<file path="src/rtl/ide_trk_pkg.sv">
package ide_trk_pkg;
    typedef enum logic {
        TRK_IDLE = 1'b0,
        TRK_WAIT = 1'b1
    } trk_state_e;

    localparam logic [7:0] STAT_BUSY = 8'h80;
    localparam logic [7:0] STAT_OK   = 8'h50;
    localparam logic [7:0] STAT_ERR  = 8'h51;

    localparam logic [3:0] SENSE_NOT_READY = 4'h2;
    localparam logic [7:0] ASC_NO_MEDIUM   = 8'h3A;
endpackage

</file>
<file path="src/rtl/ide_disk_step.sv">
module ide_disk_step #(
    parameter int LEN_W     = 16,
    parameter int CNT_W     = 16,
    parameter int SEC_SHIFT = 9
) (
    input  logic [LEN_W-1:0] len,
    output logic [CNT_W-1:0] nsec
);
    localparam logic [LEN_W:0] ROUND = (LEN_W+1)'((1 << SEC_SHIFT) - 1);

    logic [LEN_W:0] sum;

    always_comb begin
        sum  = {1'b0, len} + ROUND;
        nsec = CNT_W'(sum >> SEC_SHIFT);
    end
endmodule

</file>
<file path="src/rtl/ide_pkt_step.sv">
module ide_pkt_step #(
    parameter int LEN_W     = 16,
    parameter int LBA_W     = 32,
    parameter int BLK_SHIFT = 11,
    parameter int SEC_SHIFT = 9,
    parameter int RS_W      = LBA_W + BLK_SHIFT - SEC_SHIFT
) (
    input  logic [LBA_W-1:0]     lba,
    input  logic [BLK_SHIFT-1:0] idx,
    input  logic [LEN_W-1:0]     len,
    output logic [LBA_W-1:0]     lba_next,
    output logic [BLK_SHIFT-1:0] idx_next,
    output logic [RS_W-1:0]      sect
);
    localparam int SUB = BLK_SHIFT - SEC_SHIFT;

    logic [LEN_W:0] sum;

    always_comb begin
        sum      = (LEN_W+1)'(idx) + {1'b0, len};
        lba_next = lba + LBA_W'(sum >> BLK_SHIFT);
        idx_next = sum[BLK_SHIFT-1:0];
        sect     = (RS_W'(lba) << SUB) + RS_W'(idx >> SEC_SHIFT);
    end
endmodule

</file>
<file path="src/rtl/ide_xfer_tracker.sv">
module ide_xfer_tracker
    import ide_trk_pkg::*;
#(
    parameter int SEC_W     = 28,
    parameter int CNT_W     = 16,
    parameter int LBA_W     = 32,
    parameter int PB_W      = 24,
    parameter int LEN_W     = 16,
    parameter int ADDR_W    = 32,
    parameter int BLK_SHIFT = 11,
    parameter int SEC_SHIFT = 9,
    localparam int PL_W     = PB_W + 1,
    localparam int RS_W     = LBA_W + BLK_SHIFT - SEC_SHIFT
) (
    input  logic                 clk,
    input  logic                 rst_n,
    input  logic                 cmd_start,
    input  logic                 cmd_packet,
    input  logic                 cmd_write,
    input  logic [SEC_W-1:0]     cmd_sector,
    input  logic [CNT_W-1:0]     cmd_count,
    input  logic [LBA_W-1:0]     cmd_lba,
    input  logic [PB_W-1:0]      cmd_pkt_bytes,
    input  logic                 dma_go,
    input  logic [LEN_W-1:0]     dma_len,
    input  logic [ADDR_W-1:0]    dma_addr,
    input  logic                 media_ok,
    input  logic                 st_done,
    input  logic                 st_err,
    output logic                 req_valid,
    output logic                 req_write,
    output logic [RS_W-1:0]      req_sector,
    output logic [ADDR_W-1:0]    req_addr,
    output logic [LEN_W-1:0]     req_len,
    output logic [ADDR_W-1:0]    next_addr,
    output logic                 dma_end,
    output logic                 xfer_busy,
    output logic                 irq,
    output logic [7:0]           status,
    output logic [3:0]           sense_key,
    output logic [7:0]           sense_code,
    output logic [SEC_W-1:0]     cur_sector,
    output logic [CNT_W-1:0]     sectors_left,
    output logic [LBA_W-1:0]     cur_lba,
    output logic [BLK_SHIFT-1:0] byte_idx,
    output logic [PL_W-1:0]      pkt_left
);
    typedef struct packed {
        trk_state_e          st;
        logic                pkt;
        logic                wr;
        logic [SEC_W-1:0]    sector;
        logic [CNT_W-1:0]    left;
        logic [LBA_W-1:0]    lba;
        logic [BLK_SHIFT-1:0] idx;
        logic [PL_W-1:0]     pleft;
        logic [LEN_W-1:0]    chunk;
        logic [7:0]          status;
        logic [3:0]          skey;
        logic [7:0]          asc;
        logic                irq;
        logic                dma_end;
        logic                req_valid;
        logic                req_write;
        logic [RS_W-1:0]     req_sector;
        logic [ADDR_W-1:0]   req_addr;
        logic [LEN_W-1:0]    req_len;
        logic [ADDR_W-1:0]   next_addr;
    } trk_t;

    trk_t q, d;

    logic [CNT_W-1:0]     nsec;
    logic [LBA_W-1:0]     lba_nx;
    logic [BLK_SHIFT-1:0] idx_nx;
    logic [RS_W-1:0]      pkt_sect;
    logic                 pkt_done_q;

    ide_disk_step #(
        .LEN_W(LEN_W), .CNT_W(CNT_W), .SEC_SHIFT(SEC_SHIFT)
    ) u_disk (
        .len (q.chunk),
        .nsec(nsec)
    );

    ide_pkt_step #(
        .LEN_W(LEN_W), .LBA_W(LBA_W), .BLK_SHIFT(BLK_SHIFT),
        .SEC_SHIFT(SEC_SHIFT), .RS_W(RS_W)
    ) u_pkt (
        .lba     (q.lba),
        .idx     (q.idx),
        .len     (q.chunk),
        .lba_next(lba_nx),
        .idx_next(idx_nx),
        .sect    (pkt_sect)
    );

    assign pkt_done_q = q.pleft[PL_W-1] || (q.pleft == '0);

    always_comb begin
        d           = q;
        d.dma_end   = 1'b0;
        d.req_valid = 1'b0;
        if (q.st == TRK_IDLE) begin
            if (cmd_start) begin
                d.pkt    = cmd_packet;
                d.wr     = cmd_write;
                d.sector = cmd_sector;
                d.left   = cmd_count;
                d.lba    = cmd_lba;
                d.idx    = '0;
                d.pleft  = PL_W'(cmd_pkt_bytes);
                d.chunk  = '0;
                d.status = STAT_BUSY;
                d.skey   = '0;
                d.asc    = '0;
                d.irq    = 1'b0;
            end else if (dma_go) begin
                // entry with no prior chunk: only a completion check
                if (q.pkt ? pkt_done_q : (q.left == '0)) begin
                    d.status = STAT_OK;
                    d.irq    = 1'b1;
                end
                if (dma_len == '0) begin
                    d.dma_end = 1'b1;
                end else if (!media_ok) begin
                    d.status  = STAT_ERR;
                    d.irq     = 1'b1;
                    d.dma_end = 1'b1;
                    if (q.pkt) begin
                        d.skey = SENSE_NOT_READY;
                        d.asc  = ASC_NO_MEDIUM;
                    end
                end else begin
                    d.st         = TRK_WAIT;
                    d.chunk      = dma_len;
                    d.req_valid  = 1'b1;
                    d.req_write  = q.wr && !q.pkt;
                    d.req_sector = q.pkt ? pkt_sect : RS_W'(q.sector);
                    d.req_addr   = dma_addr;
                    d.req_len    = dma_len;
                    d.next_addr  = dma_addr + ADDR_W'(dma_len);
                end
            end
        end else if (st_done) begin
            d.st      = TRK_IDLE;
            d.dma_end = 1'b1;
            if (st_err) begin
                d.status = STAT_ERR;
                d.irq    = 1'b1;
            end else if (q.pkt) begin
                d.lba   = lba_nx;
                d.idx   = idx_nx;
                d.pleft = q.pleft - PL_W'(q.chunk);
                if (d.pleft[PL_W-1] || (d.pleft == '0)) begin
                    d.status = STAT_OK;
                    d.irq    = 1'b1;
                end
            end else begin
                d.sector = q.sector + SEC_W'(nsec);
                d.left   = q.left - nsec;
                if (d.left == '0) begin
                    d.status = STAT_OK;
                    d.irq    = 1'b1;
                end
            end
        end
    end

    always_ff @(posedge clk) begin
        if (!rst_n) begin
            q <= '0;
        end else begin
            q <= d;
        end
    end

    assign req_valid    = q.req_valid;
    assign req_write    = q.req_write;
    assign req_sector   = q.req_sector;
    assign req_addr     = q.req_addr;
    assign req_len      = q.req_len;
    assign next_addr    = q.next_addr;
    assign dma_end      = q.dma_end;
    assign xfer_busy    = (q.st == TRK_WAIT);
    assign irq          = q.irq;
    assign status       = q.status;
    assign sense_key    = q.skey;
    assign sense_code   = q.asc;
    assign cur_sector   = q.sector;
    assign sectors_left = q.left;
    assign cur_lba      = q.lba;
    assign byte_idx     = q.idx;
    assign pkt_left     = q.pleft;
endmodule

</file>
<file path="config.mk">
export PLATFORM = sky130hd
export DESIGN_NAME = ide_xfer_tracker
export DESIGN_NICKNAME = d
export VERILOG_FILES = /design/src/rtl/ide_trk_pkg.sv /design/src/rtl/ide_disk_step.sv /design/src/rtl/ide_pkt_step.sv /design/src/rtl/ide_xfer_tracker.sv
export SDC_FILE = /design/constraint.sdc
export NUM_CORES = 1
export LEC_CHECK = 0
export BUFFER_PORTS_ARGS = -buffer_cell sky130_fd_sc_hd__buf_2
export CORE_UTILIZATION = 48
export CTS_CLUSTER_SIZE = 24
export DETAILED_ROUTE_END_ITERATION = 16
export PLACE_DENSITY = 0.73
export SLEW_MARGIN = 40
export SYNTH_ARGS = -nofsm -noshare
export SYNTH_HDL_FRONTEND = slang
export SYNTH_SLANG_ARGS = --single-unit
export TNS_END_PERCENT = 5
</file>
<file path="constraint.sdc">
create_clock -name clk -period 14.5 [get_ports clk]
set_input_delay 0 -clock clk [delete_from_list [all_inputs] [get_ports clk]]
set_output_delay 0 -clock clk [all_outputs]
set_load 0.01 [all_outputs]
</file>
== Yosys cells after proc, flatten, opt, wreduce, memory -nomap -nowiden ==
Cells that the tools add are included.

* Register bits: 269
* Bits of input ports: 157
* Output and inout port bits: 251
* Word-level logic and storage cells: 103

* Add/sub/neg operators: 8
* Equal/unequal tests: 8
* Muxes and demuxes: 40
* Bitwise operators: 5
* Reduce and logical (&&, ||, !) cells: 22

{| class="wikitable"
|+ Operator list
! kind !! count
|-
| 112-bit 2-to-1 mux || 4
|-
| 116-bit 2-to-1 mux || 2
|-
| 154-bit 2-to-1 mux || 1
|-
| 117-bit 2-to-1 mux || 1
|-
| 37-bit 2-to-1 mux || 2
|-
| 68-bit 2-to-1 mux || 1
|-
| 8-bit 2-to-1 mux || 8
|-
| 25-bit zero test || 2
|-
| 16-bit zero test || 3
|-
| 44-bit 2-to-1 mux || 1
|-
| 34-bit by 2-bit adder with 34-bit output || 1
|-
| 34-bit 2-to-1 mux || 1
|-
| 32-bit by 16-bit adder with 32-bit output || 1
|-
| 32-bit by 6-bit adder with 32-bit output || 1
|-
| 28-bit by 8-bit adder with 28-bit output || 1
|-
| 25-bit by 16-bit subtractor with 25-bit output || 1
|-
| 22-bit 2-to-1 mux || 1
|-
| 11-bit by 16-bit adder with 17-bit output || 1
|-
| 16-bit by 9-bit adder with 17-bit output (second input constant) || 1
|-
| 16-bit 2-to-1 mux || 1
|-
| 4-bit AND reduction || 4
|-
| 16-bit by 8-bit subtractor with 16-bit output || 1
|-
| 1-bit 2-to-1 mux || 14
|-
| 12-bit 2-to-1 mux || 1
|-
| 12 further kinds || 28
|}

== Logic depth before layout (Yosys ltp) ==
Gate-level depths: netlist (run 1).

* Depth after elaboration: 10
* Gate-level depth with buffers: 22
* Gate-level depth less buffers: 21

== By module ==
From an unflattened synthesis (run 1), not the netlist that was laid out.

* Cell total of the unflattened synthesis: 2253
* Area total of the unflattened synthesis: 17727.0 um^2

{| class="wikitable"
|+ By module, submodules not included
! module !! times used !! cells an instance !! area an instance (um^2) !! sequential area each (um^2)
|-
| ide_xfer_tracker || 1 || 2004 || 15929.0 || 5165.0
|-
| ide_pkt_step || 1 || 219 || 1592.8 || 0.0
|-
| ide_disk_step || 1 || 30 || 205.2 || 0.0
|}

== Least setup slack after synthesis (run 1) ==
Ideal clock, no wire load.

* Path kind: reg2reg
* From: register q, in the netlist byte_idx[0]
* To: register q, in the netlist cur_lba[26]
* Library setup time: 92 ps
* Arrival time: 4706 ps
* Required time: 14408 ps
* Path slack: 9701 ps
* Cell stages (with the launch flop): 23
* Buffers on the path: 1
* Clock period less this slack: 4799 ps
* Path through: dfxtp_1 -> ha_1 -> fa_1 -> a21o_1 -> a21oi_1 -> o21bai_1 -> a21oi_1 -> o21bai_1 -> a211oi_1 -> or2_2 -> or4b_2 -> o211ai_1 -> fa_1 -> a21o_1 -> a21oi_1 -> o21bai_1 -> a21oi_1 -> or4_1 -> buf_2 -> or2_1 -> nor3_1 -> a21oi_1 -> o32ai_1

* Longest elaborated chain between the ends: 6

{| class="wikitable"
|+ RTL lines
! element !! line !! source
|-
| start, declared || ide_xfer_tracker.sv:71 || <nowiki>trk_t q, d;</nowiki>
|-
| start signal, assigned || ide_xfer_tracker.sv:172 || <nowiki>q <= '0;</nowiki>
|-
| start signal, assigned || ide_xfer_tracker.sv:174 || <nowiki>q <= d;</nowiki>
|-
| 11-bit by 16-bit adder with 17-bit output || ide_pkt_step.sv:20 || <nowiki>sum = (LEN_W+1)'(idx) + {1'b0, len};</nowiki>
|-
| 32-bit by 6-bit adder with 32-bit output || ide_pkt_step.sv:21 || <nowiki>lba_next = lba + LBA_W'(sum >> BLK_SHIFT);</nowiki>
|-
| 68-bit 2-to-1 mux || ide_xfer_tracker.sv:151 || <nowiki>end else if (q.pkt) begin</nowiki>
|-
| 112-bit 2-to-1 mux || ide_xfer_tracker.sv:148 || <nowiki>if (st_err) begin</nowiki>
|-
| 112-bit 2-to-1 mux || ide_xfer_tracker.sv:145 || <nowiki>end else if (st_done) begin</nowiki>
|-
| 112-bit 2-to-1 mux || ide_xfer_tracker.sv:104 || <nowiki>if (q.st == TRK_IDLE) begin</nowiki>
|}

Every way passes these cells. The select of a mux whose other input is x is not followed.
A chain may end at the register's enable or synchronous reset.

== Final worst setup path (run 1) ==
* From: register q, in the netlist byte_idx[0]
* To: register q, in the netlist cur_lba[31]

Same word-level chain as after synthesis.

==> flow_summary_export.csv, run 1 <==
group,metric,value,unit
pwr,vdd.ir_drop.worst,0.0988,mV
timing,setup_tns,0,ns
grt,grt_pass1_vias,15703,
clock_tree,clockRootBuffer,"clkbuf_16",
logic_synthesis,primary_flip_flop_cell_chosen_by_synthesis_mapping,"dfxtp_1",
grt,grt.total_usage,31.0,%
timing,report.final.hold_viol_count,0,
routing,routed-via-count,16914,
placed_design,routability_congestion,0.952,
die,placeableCoreArea,34500,um2
routing,drt_pass1_iterations,5,
logic_synthesis,synth_cell_types,87,
critical_path,critical_path_required,15.01,ns
timing,timing_worst_slew_pin_value,0.901,ns
timing,timing.final.crit_share,39.1,%
die,die_area,35800,um2
grt,first_pass_grt_wire_length,88.1,mm
logic_synthesis,synth.most_common_cell,"dfxtp_1",
final_layout,drive_above_1_share,21.1,%
logic_synthesis,netlist_top_cells_area,"dfxtp_1 (31%), buf_4 (11%), a21oi_1 (6.8%), nand2_1 (5.7%), ha_1 (4.8%)",
clock_tree,cts_buffers,30,
die,die_h,189,um
logic_synthesis,number_of_synthesized_register_bits,258,
grt,antenna_found_initial,2,
pwr,pwr_dens,104,nW/um2
die,floorplan.initialDensity,48.7,%
grt,globalRoute.totalOverflow,0,
timing,timing.final.max_slew_violations,0,
critical_path,arrival,6.17,ns
final_layout,nets,2641,
pwr,cellLeakagePower,8.36,nW
clock_tree,tritoncts,"built",
critical_path,kind_of_critical_path,"flop to flop",
die,num_rows,68,
timing,fin_crit,5.66,ns
logic_synthesis,mean_post_synth_cell_area,7.74,um2
outcome,run_status,"finished clean",
final_layout,area_growth,18.3,%
logic_synthesis,ys_async_sr_fraction,0,%
logic_synthesis,synth_seq_area_share,30.7,%
logic_synthesis,synth_top_cell_by_area,"dfxtp_1",
timing,grt_setup_unrepaired,"no",
routing,drt_first_iter_violations,1434,
routing,wl,58.3,mm
timing,report.final.setup_viol,0,
logic_synthesis,yosys_warnings,0,
grt,pin_count_of_the_biggest_net_entering_global_routing,124,
logic_synthesis,synth.cell_area,16800,um2
clock_tree,clkSinkCount,258,
die,die_w,189,um
clock_tree,clock_insertion_delay_worst_skew,0.59,ns
final_layout,nFillCells,3211,
routing,wl_per_cell,20.1,um
logic_synthesis,netlist_top_cells_count,"dfxtp_1 (258), nand2_1 (256), buf_4 (246)",
timing,fmaxAchievable,177,MHz
logic_synthesis,number_of_enable_type_register_cells_in_the_synthesized_netlist,0,
clock_tree,worst_setup_hold_path_clk_slew,0.06,ns
min_path,holdCritPathClass,"input pin to flop",
critical_path,critPathMaxFanout,6,
routing,vias_per_cell,5.85,
routing,drc,0,
timing,worst_rel_slew_slack,39.8,%
critical_path,timing.critical_path.to_type,"flop",
timing,clock-skew-final,0.0154,ns
placed_design,detailed_place_hpwl,41.2,mm
critical_path,setup.worst_path.start_class,"flop",
die,io-pin-count,408,
flow_run,max_cap_viol_count,0,
clock_tree,cts-htree-levels,1,
placed_design,place.port_buffers,400,
logic_synthesis,synth_cells,2174,
logic_synthesis,synth_largest_type_area_fraction,30.7,%
routing,postRouteAntennaNets,0,
clock_tree,clockBufferDepth,3,
pwr,power,2.07,mW
[layer usage]
metal  global-route usage (%)  routed length (um)  vias up
met5                        0                   0        -
met4                     15.6                2850        0
met3                     6.25                5050      158
met2                     50.5               26700      829
met1                     38.8               23700     7971
li1                         -                   -     7956
[layout by cell type, fill, tap and decap left out, types with 53 or more instances in the layout]
cell and n:
dfxtp_1 256, nand3_1 53, a211oi_1 84, dlygate4sd3_1 156, o21ai_0 92, nand2_1 254
buf_2 400, a21oi_1 230, nor2_1 174, xnor2_1 54, inv_1 54, ha_1 65
[final cells by class]
class	instances	area [um2]	share of cell area [%]
inverters	57	221	1.11
repair buffers	570	3700	18.6
diodes	2	5.00	0.0251
clock buffers	47	915	4.59
well taps	455	569	2.86
clock inverters	8	146	0.735
flip-flops and latches	258	5170	26.0
multi-input cells	1496	9190	46.2
[timing repair]
| item | CTS | global route |
|---|---|---|
| setup buffers | 0 | 0 |
| hold buffers | 156 | 0 |
| gates resized for setup | 0 | 0 |
| hold endpoints to repair | 204 | 0 |
| endpoints found under the setup margin | 0 | 0 |
[critical path, cell delays in order (launching register included)]
cell	delay, ns
dfxtp_1	0.33
ha_1	0.24
fa_1	0.41
a21o_1	0.18
a21oi_1	0.26
o21bai_1	0.10
a21oi_1	0.23
o21bai_1	0.12
a211oi_1	0.31
or2_2	0.21
or4b_2	0.59
o211ai_1	0.19
ha_1	0.22
a21o_1	0.08
a21oi_1	0.09
o21bai_1	0.14
a21oi_1	0.11
o21bai_1	0.53
nor4bb_2	0.68
nand4b_1	0.16
a31o_2	0.26
a21oi_1	0.13
[sequential cells by signal (all words and copies together), names as in the netlist]
signal and flops:
dma_end 1, sectors_left 16, irq 1, next_addr 32, req_valid 1, byte_idx 11
status 8, pkt_left 25, req_write 1, cur_lba 32, req_len 16, sense_key 1
req_addr 32, req_sector 34, q 18, cur_sector 28, xfer_busy 1
[stage by stage]
step | hold WS [ns] | area [um2] | cells | setup WS, ns | util [%]
global placement | 0.247 | 17200 | 2679 | 9.04 | 49.9
CTS | 0.00771 | 19900 | 2890 | 8.74 | 57.5
finish | 0.0349 | 19900 | 2893 | 8.84 | 57.6
global route | 0.0383 | 19900 | 2893 | 8.46 | 57.6
detailed placement | 0.256 | 17200 | 2679 | 8.74 | 49.9
floorplan | 0.136 | 16900 | 2180 | 9.70 | -
[report_power, final]
group / internal [mW] / total [mW] / switching, mW / leakage (nW)
registers: 0.747 / 0.795 / 0.0479 / 2.11
clock network: 0.486 / 0.808 / 0.322 / 0.516
logic: 0.194 / 0.466 / 0.272 / 5.73
total: 1.43 / 2.07 / 0.642 / 8.36
[path summary, 6_finish.rpt]
path / slack (ns) / end / start / cells past startpoint
worst max register to register: 8.84 / cur_lba[31] / byte_idx[0] / 21
worst min-delay path: 0.03 / cur_sector[11] / cmd_start / 4
worst min register to register: 0.45 / req_addr[23] / req_addr[23] / 2
worst max-delay path: 8.84 / cur_lba[31] / byte_idx[0] / 21
[cell families (layout without fill, tap and decap cells)]
kind of cell               count (synthesis)  in the layout  share of synthesized area, %
AOI/OAI and AO/OA                        602            602                          22.7
xor gates and xnor gates                  72             72                          3.75
adders and majority gates                 71             71                          5.55
buffers and inverters                    426            682                          15.1
DFF                                      258            258                          30.7
muxes                                     50             50                          2.98
other                                      1              9                        0.0223
and+or+nand+nor                          694            694                          19.3
Power figures use the tool's default switching activity.
==> run 2, diff against run 1 <==
Settings changed: PLACE_DENSITY 0.73 to 0.76.
Clock period 14.5 ns to 5.03 ns, I/O delays scaled along.
==> run 2 against run 1 <==
  * Sequential cell count is the same
  * Sequential share of layout area shrank 0.18 points
  * Design area grew 0.71%
  * Core utilization grew 0.41 points
  * Largest power group is now sequential cells
==> flow_summary_export.csv, run 2 (synthesized netlist as in run 1, its figures left out) <==
group,metric,value,unit
outcome,run_status,"finished clean",
die,floorplan.initialDensity,48.7,%
grt,pin_count_of_the_biggest_net_entering_global_routing,77,
final_layout,utilization,58.1,%
clock_tree,clock_insertion_delay_worst_skew,0.58,ns
die,num_rows,68,
die,die_w,189,um
critical_path,cell_at_the_slowest_stage_of_the_critical_path,"or4b_2",
pwr,power,5.85,mW
grt,grt_pass1_vias,16227,
clock_tree,clockRootBuffer,"clkbuf_16",
critical_path,arrival,5.22,ns
timing,report.final.hold_viol_count,0,
routing,drt_first_iter_violations,1297,
min_path,holdCritPathClass,"input pin to flop",
clock_tree,tritoncts,"built",
critical_path,critical_path_required,5.46,ns
timing,fin_crit,4.79,ns
routing,vias_per_cell,5.84,
clock_tree,cts-htree-levels,1,
flow_run,max_cap_viol_count,0,
min_path,worst_hold_path.num_cells,4,
critical_path,critPathMaxFanout,7,
critical_path,crit_chain,"ha_2, fa_2, a21o_1, a21oi_2, o21bai_1, a21oi_2, o21bai_2, a211oi_2, or2_4, or4b_2, o211ai_1, fa_2, a21o_1, a21oi_2, o21bai_1, a21oi_2, buf_4, nor4b_1, buf_4, and4_4, nand4_1, o21ai_0, a211oi_1",
final_layout,area_growth,19.2,%
critical_path,max_stage_delay,0.58,ns
routing,drc,0,
die,io-pin-count,408,
critical_path,critical_path.top_delay_family,"compound AO/OA/AOI/OAI gates",
placed_design,place.port_buffers,400,
final_layout,largest_register_ff_count,34,
clock_tree,clkSinkCount,258,
critical_path,crit-reg2reg-launch,"byte_idx[0]",
critical_path,timing.critical_path.to_type,"flop",
timing,report.final.setup_viol,0,
pwr,cellLeakagePower,8.44,nW
die,die_h,189,um
timing,finalHoldWorstSlack,0.0282,ns
critical_path,setup.worst_path.start_class,"flop",
timing,timing.final.crit_share,95.2,%
grt,antenna_found_initial,1,
routing,routed-via-count,17022,
pwr,vdd.ir_drop.worst,0.283,mV
clock_tree,clockBufferDepth,3,
final_layout,nets,2662,
die,die_area,35800,um2
final_layout,drive_above_1_share,22.5,%
routing,wl_per_cell,20.3,um
final_layout,most-common-layout-cells,"buf_2 (400), dfxtp_1 (256), nand2_1 (254)",
routing,postRouteAntennaNets,0,
timing,timing.final.max_slew_violations,0,
clock_tree,cts_buffers,30,
timing,timing_worst_slew_pin_value,0.869,ns
timing,worst_rel_slew_slack,41.9,%
routing,wl,59.1,mm
timing,setup_tns,0,ns
timing,clock-skew-final,0.0190,ns
critical_path,cpMostUsedCell,"a21oi_2",
grt,globalRoute.totalOverflow,0,
min_path,worst_hold_startpoint,"cmd_start",
critical_path,kind_of_critical_path,"flop to flop",
routing,drt_pass1_iterations,5,
placed_design,detailed_place_hpwl,42.6,mm
critical_path,worst_r2r_path_depth,23,
grt,first_pass_grt_wire_length,89.4,mm
clock_tree,worst_setup_hold_path_clk_slew,0.06,ns
critical_path,critPathLaunch,"byte_idx[0]",
pwr,pwr_dens,292,nW/um2
die,placeableCoreArea,34500,um2
critical_path,timing.critical_path.depth,23,
grt,grt.total_usage,31.4,%
placed_design,routability_congestion,0.916,
final_layout,layout.cells.most_common,"buf_2",
critical_path,wp_buf_inv,2,
timing,fmaxAchievable,209,MHz
[run 2: cell types whose count changed in the layout (fill, tap and decap cells not counted), moves of 3 or more]
cell	previous run	this run
nor3_1	44	41
nor3_2	1	4
clkbuf_8	10	3
buf_4	9	35
buf_6	4	0
a21oi_1	230	225
a21oi_2	3	8
clkinv_2	2	7
[run 2: final cells by class]
class	instances	area [um2]
Fill cell	3163	14500
Multi-Input combinational cell	1496	9270
Sequential cell	258	5170
Timing Repair Buffer	591	3840
Clock buffer	43	851
Tap cell	455	569
Inverter	57	219
Clock inverter	13	135
Antenna cell	1	2.50
[run 2: layer usage]
metal,vias to the layer above,track usage (%),part of all wire (%)
met3,163,5.52,8.6
met2,874,52.1,46
li1,7982,-,-
met1,8003,39.2,41
met5,-,0,0
met4,0,15.5,4.7
[run 2: path summary, 6_finish.rpt]
kind	end	slack, ns
hold reg to reg	next_addr[2]	0.45
setup reg to reg	cur_lba[18]	0.24
hold / removal	cur_lba[31]	0.03
setup / recovery	cur_lba[18]	0.24
[run 2: metrics by stage]
| stage | std cells | worst slack [ns] | cell area [um2] |
|---|---|---|---|
| after floorplan | 2180 | 0.231 | 16900 |
| after global placement | 2699 | 0.0370 | 17400 |
| after detailed placement | 2700 | -0.0841 | 17400 |
| after CTS | 2911 | 0.00699 | 20000 |
| after global routing | 2914 | -0.0108 | 20100 |
| final | 2914 | 0.240 | 20100 |
[run 2: timing repair]
item,4_1_cts,5_1_grt
setup endpoints to repair,14,30
hold endpoints to repair,203,0
pin swaps,0,8
gates resized for setup,2,20
setup buffers,0,2
hold buffers,155,0
[run 2: power by group]
part / total (mW) / switching [mW] / internal (mW)
Sequential: 2.30 / 0.143 / 2.15
Combinational: 1.36 / 0.793 / 0.567
Clock: 2.20 / 0.918 / 1.28
Total: 5.85 / 1.85 / 4.00
[run 2: worst min-delay path: stages]
cell,delay [ns]
buf_2,0.19
a21oi_1,0.18
a31o_2,0.12
a21oi_1,0.05
==> run 3, diff against run 2 <==
Settings changed: CTS_BUF_LIST from default to sky130_fd_sc_hd__clkbuf_2 sky130_fd_sc_hd__clkbuf_4 sky130_fd_sc_hd__clkbuf_8.
==> run 3 against run 2 <==
  * Sequential cell count unchanged
  * Combinational power barely moved
  * Hold slack better by 0.063 ns
  * Global-route usage rose by 0.45 points
  * Critical path depth is 2 lower
  * Largest cell class unchanged
  * Sequential power about the same
  * Register-to-register slack about the same
  * Largest power group unchanged
  * Sequential share of layout area fell by 0.067 points
  * Count of clock-buffer cells in the layout grew 22
==> flow_summary_export.csv, run 3 (synthesized netlist as in run 1, its figures left out) <==
group,metric,value,unit
die,die_area,35800,um2
clock_tree,clockBufferDepth,3,
die,die_w,189,um
min_path,holdCritPathClass,"input pin to flop",
clock_tree,cts-htree-levels,2,
clock_tree,worst_setup_hold_path_clk_slew,0.07,ns
placed_design,placement.cell_area,17400,um2
placed_design,dp_cells,2700,
timing,fmaxAchievable,209,MHz
timing,postLayoutSetupSlackWorst,0.238,ns
final_layout,layout.cells.most_common,"buf_2",
final_layout,nets,2685,
clock_tree,tritoncts,"built",
outcome,run_status,"finished clean",
grt,top_usage_layer,"met2",
routing,postRouteAntennaNets,0,
clock_tree,clockRootBuffer,"clkbuf_8",
timing,worst_rel_slew_slack,41.2,%
grt,antenna_found_initial,1,
timing,timing.final.crit_share,95.3,%
die,io-pin-count,408,
grt,grt.total_usage,31.9,%
pwr,cellLeakagePower,8.49,nW
pwr,power,5.75,mW
grt,grt_util_met1,39.0,%
grt,first_pass_grt_wire_length,89.8,mm
die,placeableCoreArea,34500,um2
final_layout,nFillCells,3149,
placed_design,dpl_worst_slack,-0.0841,ns
grt,pin_count_of_the_biggest_net_entering_global_routing,77,
routing,routed-via-count,17066,
flow_run,max_cap_viol_count,0,
die,floorplan.initialDensity,48.7,%
die,die_h,189,um
critical_path,setup.worst_path.start_class,"flop",
routing,wl,59.5,mm
final_layout,largest_register_ff_count,34,
timing,grt_setup_unrepaired,"yes",
timing,report.final.hold_viol_count,0,
placed_design,detailed_place_hpwl,42.6,mm
pwr,vdd.ir_drop.worst,0.208,mV
critical_path,timing.critical_path.to_type,"flop",
placed_design,place.port_buffers,400,
final_layout,drive_above_1_share,23.5,%
timing,clock-skew-final,0.0181,ns
timing,timing_worst_slew_pin_value,0.879,ns
critical_path,critPathMaxFanout,3,
timing,timing.final.max_slew_violations,0,
final_layout,most-common-layout-cells,"buf_2 (400), dfxtp_1 (256), nand2_1 (254)",
die,num_rows,68,
placed_design,routability_congestion,0.916,
pwr,pwr_dens,286,nW/um2
routing,drt_first_iter_violations,1337,
final_layout,area_growth,19.5,%
timing,report.final.setup_viol,0,
routing,wl_per_cell,20.2,um
critical_path,kind_of_critical_path,"flop to flop",
critical_path,worst_r2r_path_depth,21,
final_layout,fin_area,20100,um2
timing,fin_crit,4.79,ns
routing,vias_per_cell,5.80,
grt,globalRoute.totalOverflow,0,
critical_path,critical_path_required,5.54,ns
critical_path,arrival,5.31,ns
grt,met2_usage,52.0,%
final_layout,stdcell_count,2944,
routing,drt_pass1_iterations,6,
min_path,worst_hold_path.num_cells,4,
clock_tree,clock_insertion_delay_worst_skew,0.61,ns
grt,grt_pass1_vias,16310,
clock_tree,cts_buffers,46,
grt,grtUsageMet3,6.38,%
clock_tree,clkSinkCount,258,
routing,drc,0,
[run 3: cell types whose count changed in the layout (fill, tap and decap cells not counted), sizes merged]
| cell | change |
|---|---|
| clkbuf | +22 |
| clkinv | +2 |
| bufinv | -1 |
| dlygate4sd3 | +7 |
| inv | +1 |
| clkinvlp | -1 |
[run 3: timing repair]
item	CTS	global route
setup endpoints to repair	15	30
gates resized for setup	3	21
buffers inserted	0	2
pin swaps	0	8
hold endpoints to repair	213	0
gates cloned	0	0
hold buffers	162	0
[run 3: path summary, 6_finish.rpt]
kind                     start               end  slack, ns
setup / recovery   byte_idx[0]       cur_lba[26]       0.24
hold / removal           rst_n  sectors_left[10]       0.09
setup reg to reg   byte_idx[0]       cur_lba[26]       0.24
hold reg to reg   next_addr[2]      next_addr[2]       0.45
[run 3: routing by layer]
layer | routed length, um | part of all wire, %
met1 | 24300 | 41
met2 | 26900 | 45
met3 | 5070 | 8.5
met4 | 3240 | 5.4
met5 | 0 | 0
[run 3: final cells by class]
| class | instances | area (um2) | share of cell area, % |
|---|---|---|---|
| multi-input combinational | 1496 | 9280 | 46.1 |
| sequential | 258 | 5170 | 25.7 |
| timing repair buffer | 598 | 3910 | 19.4 |
| clock buffer | 65 | 857 | 4.26 |
| tap | 455 | 569 | 2.83 |
| inverter | 57 | 219 | 1.09 |
| clock inverter | 14 | 105 | 0.523 |
| antenna | 1 | 2.50 | 0.0124 |
[run 3: metrics by stage]
step,TNS (ns),util [%],hold WS (ns)
final,0,58.2,0.0907
after global routing,-0.0288,58.2,0.118
after CTS,-0.000171,57.9,0.0548
after detailed placement,-0.522,50.4,0.255
after global placement,0,50.3,0.252
after floorplan,0,-,0.136
[run 3: critical path: stages (launching register included)]
cell      delay (ns)
dfxtp_1         0.32
ha_2            0.20
fa_2            0.34
a21o_1          0.17
a21oi_2         0.14
o21bai_1        0.09
a21oi_2         0.17
o21bai_2        0.10
a211oi_2        0.25
or2_4           0.17
or4b_2          0.58
o211ai_1        0.17
fa_2            0.28
a21o_1          0.13
a21oi_2         0.07
o21bai_1        0.17
a21oi_2         0.10
or4_4           0.51
or2_4           0.28
nor3_2          0.11
a21oi_1         0.07
o32ai_2         0.26
[run 3: power by group]
part | switching, mW | internal [mW] | total, mW
combinational | 0.792 | 0.569 | 1.36
sequential | 0.143 | 2.15 | 2.30
clock | 0.943 | 1.15 | 2.09
total | 1.88 | 3.87 | 5.75
